File: src/rtl/pqt_pkg.sv
package pqt_pkg;
  localparam int unsigned PQT_QUANTA_W_DEF = 16;
  localparam int unsigned PQT_FRAC_W_DEF   = 8;

  typedef enum logic {
    DEST_UCAST = 1'b0,
    DEST_MCAST = 1'b1
  } pqt_dest_e;
endpackage

File: src/rtl/pqt_ctrl_reg.sv
module pqt_ctrl_reg #(
  parameter int unsigned FRAC_W = 8,
  localparam int unsigned CTRL_W = FRAC_W + 2
) (
  input  logic              clk,
  input  logic              rst_n,
  input  logic              we,
  input  logic [CTRL_W-1:0] wdata,
  output logic              ucast_en,
  output logic              mcast_en,
  output logic [FRAC_W-1:0] delta
);
  logic [CTRL_W-1:0] ctrl_q;

  always_ff @(posedge clk) begin
    if (!rst_n)  ctrl_q <= '0;
    else if (we) ctrl_q <= wdata;
  end

  assign ucast_en = ctrl_q[FRAC_W+1];
  assign mcast_en = ctrl_q[FRAC_W];
  assign delta    = ctrl_q[FRAC_W-1:0];
endmodule

File: src/rtl/pqt_accept.sv
module pqt_accept
  import pqt_pkg::*;
(
  input  logic valid,
  input  logic mcast,
  input  logic ucast_en,
  input  logic mcast_en,
  output logic load
);
  pqt_dest_e dest;

  assign dest = pqt_dest_e'(mcast);

  always_comb begin
    unique case (dest)
      DEST_MCAST: load = valid & mcast_en;
      default:    load = valid & ucast_en;
    endcase
  end
endmodule

File: src/rtl/pqt_countdown.sv
module pqt_countdown #(
  parameter int unsigned QUANTA_W = 16,
  parameter int unsigned FRAC_W   = 8
) (
  input  logic                clk,
  input  logic                rst_n,
  input  logic                load,
  input  logic [QUANTA_W-1:0] load_val,
  input  logic [FRAC_W-1:0]   delta,
  output logic [QUANTA_W-1:0] count,
  output logic                tick,
  output logic                active
);
  // Fraction plus delta, with the carry in the top bit.
  function automatic logic [FRAC_W:0] frac_step(input logic [FRAC_W-1:0] acc,
                                                input logic [FRAC_W-1:0] d);
    return {1'b0, acc} + {1'b0, d};
  endfunction

  logic [QUANTA_W-1:0] count_q;
  logic [FRAC_W-1:0]   acc_q;
  logic [FRAC_W:0]     step;

  assign step   = frac_step(acc_q, delta);
  assign active = (count_q != '0);
  assign tick   = active & step[FRAC_W];

  always_ff @(posedge clk) begin
    if (!rst_n) begin
      count_q <= '0;
      acc_q   <= '0;
    end else if (load) begin
      count_q <= load_val;
      acc_q   <= '0;
    end else if (active) begin
      acc_q <= step[FRAC_W-1:0];
      if (tick) count_q <= count_q - 1'b1;
    end
  end

  assign count = count_q;
endmodule

File: src/rtl/pause_quanta_timer.sv
module pause_quanta_timer
  import pqt_pkg::*;
#(
  parameter int unsigned QUANTA_W = PQT_QUANTA_W_DEF,
  parameter int unsigned FRAC_W   = PQT_FRAC_W_DEF,
  localparam int unsigned CTRL_W  = FRAC_W + 2
) (
  input  logic                clk,
  input  logic                rst_n,
  input  logic                cfg_we,
  input  logic [CTRL_W-1:0]   cfg_wdata,
  input  logic                rx_pause_valid,
  input  logic                rx_pause_mcast,
  input  logic [QUANTA_W-1:0] rx_pause_time,
  output logic                tx_hold,
  output logic [QUANTA_W-1:0] quanta_left
);
  logic              ucast_en;
  logic              mcast_en;
  logic [FRAC_W-1:0] cur_delta;
  logic              load_evt;
  logic              tick_evt;
  logic              active;

  pqt_ctrl_reg #(.FRAC_W(FRAC_W)) u_ctrl (
    .clk      (clk),
    .rst_n    (rst_n),
    .we       (cfg_we),
    .wdata    (cfg_wdata),
    .ucast_en (ucast_en),
    .mcast_en (mcast_en),
    .delta    (cur_delta)
  );

  pqt_accept u_accept (
    .valid    (rx_pause_valid),
    .mcast    (rx_pause_mcast),
    .ucast_en (ucast_en),
    .mcast_en (mcast_en),
    .load     (load_evt)
  );

  pqt_countdown #(.QUANTA_W(QUANTA_W), .FRAC_W(FRAC_W)) u_cnt (
    .clk      (clk),
    .rst_n    (rst_n),
    .load     (load_evt),
    .load_val (rx_pause_time),
    .delta    (cur_delta),
    .count    (quanta_left),
    .tick     (tick_evt),
    .active   (active)
  );

  assign tx_hold = active;
endmodule

File: config.mk
export PLATFORM = sky130hd
export DESIGN_NAME = pause_quanta_timer
export DESIGN_NICKNAME = d
export VERILOG_FILES = /design/src/rtl/pqt_pkg.sv /design/src/rtl/pqt_ctrl_reg.sv /design/src/rtl/pqt_accept.sv /design/src/rtl/pqt_countdown.sv /design/src/rtl/pause_quanta_timer.sv
export SDC_FILE = /design/constraint.sdc
export NUM_CORES = 1
export LEC_CHECK = 0
export ABC_AREA = 1
export CORE_MARGIN = 1
export CORE_UTILIZATION = 46
export DETAILED_ROUTE_END_ITERATION = 8
export PLACE_DENSITY_LB_ADDON = 0.08
export SLEW_MARGIN = 20
export SYNTH_ARGS = -nofsm -noshare
export SYNTH_HDL_FRONTEND = slang
export SYNTH_HIERARCHICAL = 1
export SYNTH_SLANG_ARGS = --single-unit
File: constraint.sdc
create_clock -name clk -period 1.8 [get_ports clk]
set_clock_uncertainty 0.1 [all_clocks]
set_input_delay 0.45 -clock clk [delete_from_list [all_inputs] [get_ports clk]]
set_output_delay 0.45 -clock clk [all_outputs]
set_load 0.005 [all_outputs]
Word level (Yosys, flattened, before mapping)

Cells that the tools add are included.

$add $sub $neg: 2
Multiplexer cells: 4
Bitwise operators: 4
Reductions and logical operators: 5

Operators by type and width:

| cell                                                | number |
|---|---|
| 2-to-1 mux 16 bit                                   | 3 |
| nonzero test 16 bit                                 | 1 |
| subtractor 16 x 1 -> 16 bit (second input constant) | 1 |
| adder 8 x 8 -> 9 bit                                | 1 |
| nonzero test 2 bit                                  | 2 |
| bitwise AND 1 bit                                   | 3 |
| AND reduction 2 bit                                 | 1 |
| OR reduction 2 bit                                  | 1 |
| 2-to-1 mux 1 bit                                    | 1 |
| NOT 1 bit                                           | 1 |

Bits in registers: 34
Input bits: 31
Output and inout bits: 17
Logic and storage cells: 18

Longest topological paths before layout

Depth after elaboration: 5
Gate-level depth with buffers: 13
Mapped depth without buffers: 12

Cells and area by module

Netlist, hierarchy kept.

Modules (own cells, without submodules):

| module        | times used | cells each | area an instance (µm²) | seq. area each (µm²) |
|---|---|---|---|---|
| pqt_countdown | 1          | 286        | 1,824.2                | 480.5 |
| pqt_ctrl_reg  | 1          | 63         | 411.6                  | 200.2 |
| pqt_accept    | 1          | 5          | 21.3                   | 0.0 |

Worst setup path before layout

OpenSTA, ideal clock, no wires.

Path type: reg-to-reg
Start point: register u_ctrl.ctrl_q[0]
End point: register u_cnt.count_q[3], in the netlist u_cnt/count[3]
Setup time: 0.120 ns
Arrival: 1.666 ns
Required time: 1.580 ns
Path slack: -0.087 ns
Stages on the path, launching flop included: 12
Buffers on the path: 1
Clock period less this slack: 1.887 ns
Path through: dfxtp_1 > ha_1 > fa_1 > nand3_1 > nand3_2 > nand3_1 > nand2_1 > nand2_4 > nand2_8 > buf_8 > nor2_1 > nor3_1

Cells in the longest elaborated chain, start to end: 4

RTL lines:

| what                                 | line                | text |
|---|---|---|
| start, declared                      | pqt_ctrl_reg.sv:13  | `logic [CTRL_W-1:0] ctrl_q;` |
| start signal, assigned               | pqt_ctrl_reg.sv:17  | `else if (we) ctrl_q <= wdata;` |
| adder 8 x 8 -> 9 bit                 | pqt_countdown.sv:17 | `return {1'b0, acc} + {1'b0, d};` |
| bitwise AND 1 bit                    | pqt_countdown.sv:26 | `assign tick = active & step[FRAC_W];` |
| nonzero test 2 bit (no source line)  | n/a                 |  |
| AND reduction 2 bit (no source line) | n/a                 |  |
| end signal, assigned                 | pqt_countdown.sv:33 | `count_q <= load_val;` |
| end signal, assigned                 | pqt_countdown.sv:37 | `if (tick) count_q <= count_q - 1'b1;` |
| end, declared                        | pqt_countdown.sv:20 | `logic [QUANTA_W-1:0] count_q;` |

Every way passes these cells.
A chain may end at the register's enable or synchronous reset.

Worst setup path in the final report

Start point: register u_cnt.count_q[8], in the netlist u_cnt/count[8]
End point: output tx_hold

Cells in the longest elaborated chain, start to end: 1

RTL lines:

| what                | line                     | text |
|---|---|---|
| nonzero test 16 bit | pqt_countdown.sv:25      | `assign active = (count_q != '0);` |
| end, declared       | pause_quanta_timer.sv:15 | `output logic tx_hold,` |

Every way passes these cells.

==> results.txt <==
----------------------------------------------------
[Pwr]
  Comb power frac ... 54.6%
  Switching Fraction ... 40.29%
  Standby leakage power ... 1.766 nW
  Share of total power in the clock network ... 16.3%
  Design internal power ... 2.005 mW
  Pwr Density ... 968.3 nW/um^2
  Overall power after layout ... 3.357 mW
  Switching Power ... 1.352 mW
  IR drop worst, VDD ... 0.4786 mV
  Share of total power in sequential cells ... 29.1%

[Finish]
  Diodes inserted ... 0
  Share of post-route cells with drive strength above 1 ... 28.07%
  Signed area change from the synthesized netlist to the final layout ... 53.60%
  NumNets Final ... 498
  Design Area, Final ... 3467 um^2
  Final Util ... 73.40%
  Non-filler instance count after layout ... 523

[Detailed routing]
  Met3 routed wirelength ... 441 um
  Highest metal layer with signal wires ... met4
  M1 WL ... 3045 um
  Post-route DRC violation count ... 0
  Final antenna-violating net count ... 0
  Wire per inst ... 12.88 um
  Routed via count ... 2597
  Routed wire length ... 6734 um
  Count of routing violations after the opening detailed-route iteration ... 192
  Length of routed met2 wiring ... 3102 um
  Detail-routed via count per cell ... 4.966
  DRT Pass-1 Iters ... 4

[Global routing]
  Initial antenna violation count ... 0
  Vias in the first global route ... 2365
  Total grt overflow ... 0
  Total routing usage reported by global routing ... 26.70%
  Largest net degree at the start of global routing ... 23
  First-pass GRT wire length ... 10710 um

[Critical path]
  R2R Path Start ... u_ctrl/ctrl_q[0]$_SDFFE_PN0P_
  Largest fanout of any net on the critical path ... 2
  Cell breakdown of the critical path ... nor2_2 -> nand2_1 -> nor4_2 -> nand4_1 -> buf_2
  Critical path launch point type ... register
  Register-to-Register Setup Slack ... -0.03 ns
  Path type of the worst setup path ... register to primary output
  CP Data Arrival Time ... 1.30 ns
  CP max stage cell ... sky130_fd_sc_hd__dfxtp_2
  Required time worst endpoint ... 1.25 ns
  Critical Path End Type ... primary output
  End point of the critical path ... tx_hold
  Crit. Startpoint ... u_cnt/count[8]$_SDFFE_PN0P_
  Capture point of the worst reg-to-reg path ... u_cnt/count[7]$_SDFFE_PN0P_
  Highest cell delay on the worst timing path ... 0.33 ns
  Worst r2r path cells ... 10

[STA]
  Slew margin rel. ... 81.42%
  Total Negative Setup Slacks ... -0.09455 ns
  Peak Freq ... 0.5420 GHz
  Final critical-path setup slack ... -0.04500 ns
  RSZ-0062 raised after global routing ... yes
  Final count of hold timing violations ... 0
  Final number of setup-violating endpoints ... 4
  Pins Over Slew Limit ... 0
  Final period demand of the worst path ... 1.845 ns
  Worst Max-Slew Pin Slew ... 0.2780 ns
  Final worst-path cycle share ... 102.5%
  Worst hold slack ... 0.3775 ns

[Worst hold path]
  Class of the worst hold path ... register to register

[Job]
  Number of maximum-capacitance constraint violations ... 0

[Clock tree]
  Number of clock buffers inserted by TritonCTS ... 5
  Buffer levels on the longest clock path ... 2
  CTS Sinks ... 34
  CTS tree ... yes
  Clock Tree Root ... sky130_fd_sc_hd__clkbuf_8
  Insertion delay to the later sink of the worst-skew pair ... 0.29 ns
  Max H-tree Level ... 2
  Clock-pin slew of the registers on the worst-case setup and hold paths ... 0.07 ns
  Hold buffers post-CTS ... 0

[Placed design]
  RD Place Congestion ... 0.8555
  Post-placement setup slack ... -0.1421 ns
  Placed cell count ... 505
  Post-DP HPWL ... 4502 um
  Port Buffer Count ... 47
  Placed cell area ... 3117 um^2

[Synthesis]
  Count of yosys warnings during synthesis ... 6
  Average cell area after synthesis ... 6.376 um^2
  Post-synth cell types ... 35
  Fraction of registers with async set/reset ... 0%
  Number of flops mapped to enable cells by yosys ... 0
  Number of cells produced by synthesis ... 354
  Top flip-flop cell by instance count after synthesis ... sky130_fd_sc_hd__dfxtp_1
  Number of synthesized register bits ... 34
  Post-Synthesis Cell Area ... 2257 um^2
  Fraction of the yosys area taken by sequential cells ... 30.16%
  Synth Net Count ... 396

[Die]
  Top-level port count ... 48
  Horiz. Die Dim ... 72.05 um
  Area of the core ... 4723 um^2
  FP Rows ... 25
  Die height ... 72.05 um
  Starting density of the core ... 47.79%
  Die area ... 5191 um^2

[Run status]
  Failing checks ... setup timing
  Status ... complete, but fails checks

----------------------------------------------------
-- power groups by stage --
stage	clock network, mW	registers, mW	logic, mW
finish	0.546	0.978	1.83
global route	0.590	0.992	2.03
global placement	0	0.969	1.56
detailed placement	0	0.972	1.58
floorplan	0	0.992	0.940
CTS	0.558	0.973	1.67
-- kinds of logic (layout without fill, tap and decap cells) --
logic type,Yosys count,after routing,synth area share (%)
xor gates and xnor gates,8,8,3.104
adders and majority gates,11,11,6.430
muxes,1,1,0.4435
DFF,34,34,30.16
buffers and inverters,50,149,10.09
AOI/OAI and AO/OA,42,42,9.978
and+or+nand+nor,208,211,39.80
-- worst min-delay path by stage --
stage | startpoint | endpoint | slack, ns | cells after the start
2_1_floorplan | u_ctrl/ctrl_q[8]$_SDFFE_PN0P_ | u_ctrl/ctrl_q[8]$_SDFFE_PN0P_ | 0.35 | 2
3_3_place_gp | u_ctrl/ctrl_q[8]$_SDFFE_PN0P_ | u_ctrl/ctrl_q[8]$_SDFFE_PN0P_ | 0.36 | 2
3_5_place_dp | u_ctrl/ctrl_q[9]$_SDFFE_PN0P_ | u_ctrl/ctrl_q[9]$_SDFFE_PN0P_ | 0.37 | 2
4_1_cts | u_ctrl/ctrl_q[9]$_SDFFE_PN0P_ | u_ctrl/ctrl_q[9]$_SDFFE_PN0P_ | 0.38 | 2
5_1_grt | u_ctrl/ctrl_q[9]$_SDFFE_PN0P_ | u_ctrl/ctrl_q[9]$_SDFFE_PN0P_ | 0.40 | 2
6_report | u_ctrl/ctrl_q[9]$_SDFFE_PN0P_ | u_ctrl/ctrl_q[9]$_SDFFE_PN0P_ | 0.38 | 2
-- sequential cells by signal (all words and copies together) (netlist names) --
| name | count |
|---|---|
| u_cnt/acc_q | 8 |
| u_cnt/count | 16 |
| u_ctrl/ctrl_q | 10 |
-- area by class of cell --
cell class	instances	area, um^2
repair buffers	102	899.6
fillers	399	1256
multi-input cells	273	1549
inverters	40	157.7
clock inverters	2	10.01
well taps	67	83.83
clock buffers	5	68.82
flip-flops and latches	34	698.2
-- what timing repair did --
item,CTS,global route
setup buffers,6,2
gates cloned,2,1
pin swaps,11,9
gates resized for setup,50,32
setup endpoints to repair,31,23
-- synthesized netlist by cell type (3+ instances only) --
cell                      count  area, um^2
sky130_fd_sc_hd__nand2_1     96       360.4
sky130_fd_sc_hd__nand3_1     24       120.1
sky130_fd_sc_hd__nor3_1       4       20.02
sky130_fd_sc_hd__xnor2_1      7       61.31
sky130_fd_sc_hd__ha_1        10       125.1
sky130_fd_sc_hd__nand4_1      4       25.02
sky130_fd_sc_hd__nor2_1      66       247.7
sky130_fd_sc_hd__buf_4        3       22.52
sky130_fd_sc_hd__a21oi_1     16       80.08
sky130_fd_sc_hd__nor2_2       5       31.28
sky130_fd_sc_hd__o21ai_0     19       95.09
sky130_fd_sc_hd__inv_1       39       146.4
sky130_fd_sc_hd__dfxtp_1     34       680.7
-- routing by layer --
layer  global-route usage (%)  vias up
li1                         -     1330
met1                    35.70     1161
met4                    10.68        0
met3                    3.889       15
met2                    43.50       91
met5                        0        -
-- worst max-delay path, delay by kind of cell (launching register included) --
kind          cells  cell delay [ns]
buf+inv           1             0.14
flops             1             0.33
simple gates      4             0.52
-- cell usage in the layout, fill, tap and decap left out, types with 5 or more instances in the layout --
cell	instances
sky130_fd_sc_hd__a21oi_1	13
sky130_fd_sc_hd__buf_4	50
sky130_fd_sc_hd__clkbuf_8	5
sky130_fd_sc_hd__clkdlybuf4s50_1	32
sky130_fd_sc_hd__dfxtp_1	20
sky130_fd_sc_hd__dfxtp_2	14
sky130_fd_sc_hd__dlygate4sd2_1	11
sky130_fd_sc_hd__ha_1	7
sky130_fd_sc_hd__inv_1	35
sky130_fd_sc_hd__nand2_1	93
sky130_fd_sc_hd__nand3_1	19
sky130_fd_sc_hd__nor2_1	59
sky130_fd_sc_hd__nor2_2	12
sky130_fd_sc_hd__o21ai_0	13
sky130_fd_sc_hd__xnor2_1	7
Power figures use the tool's default switching activity.
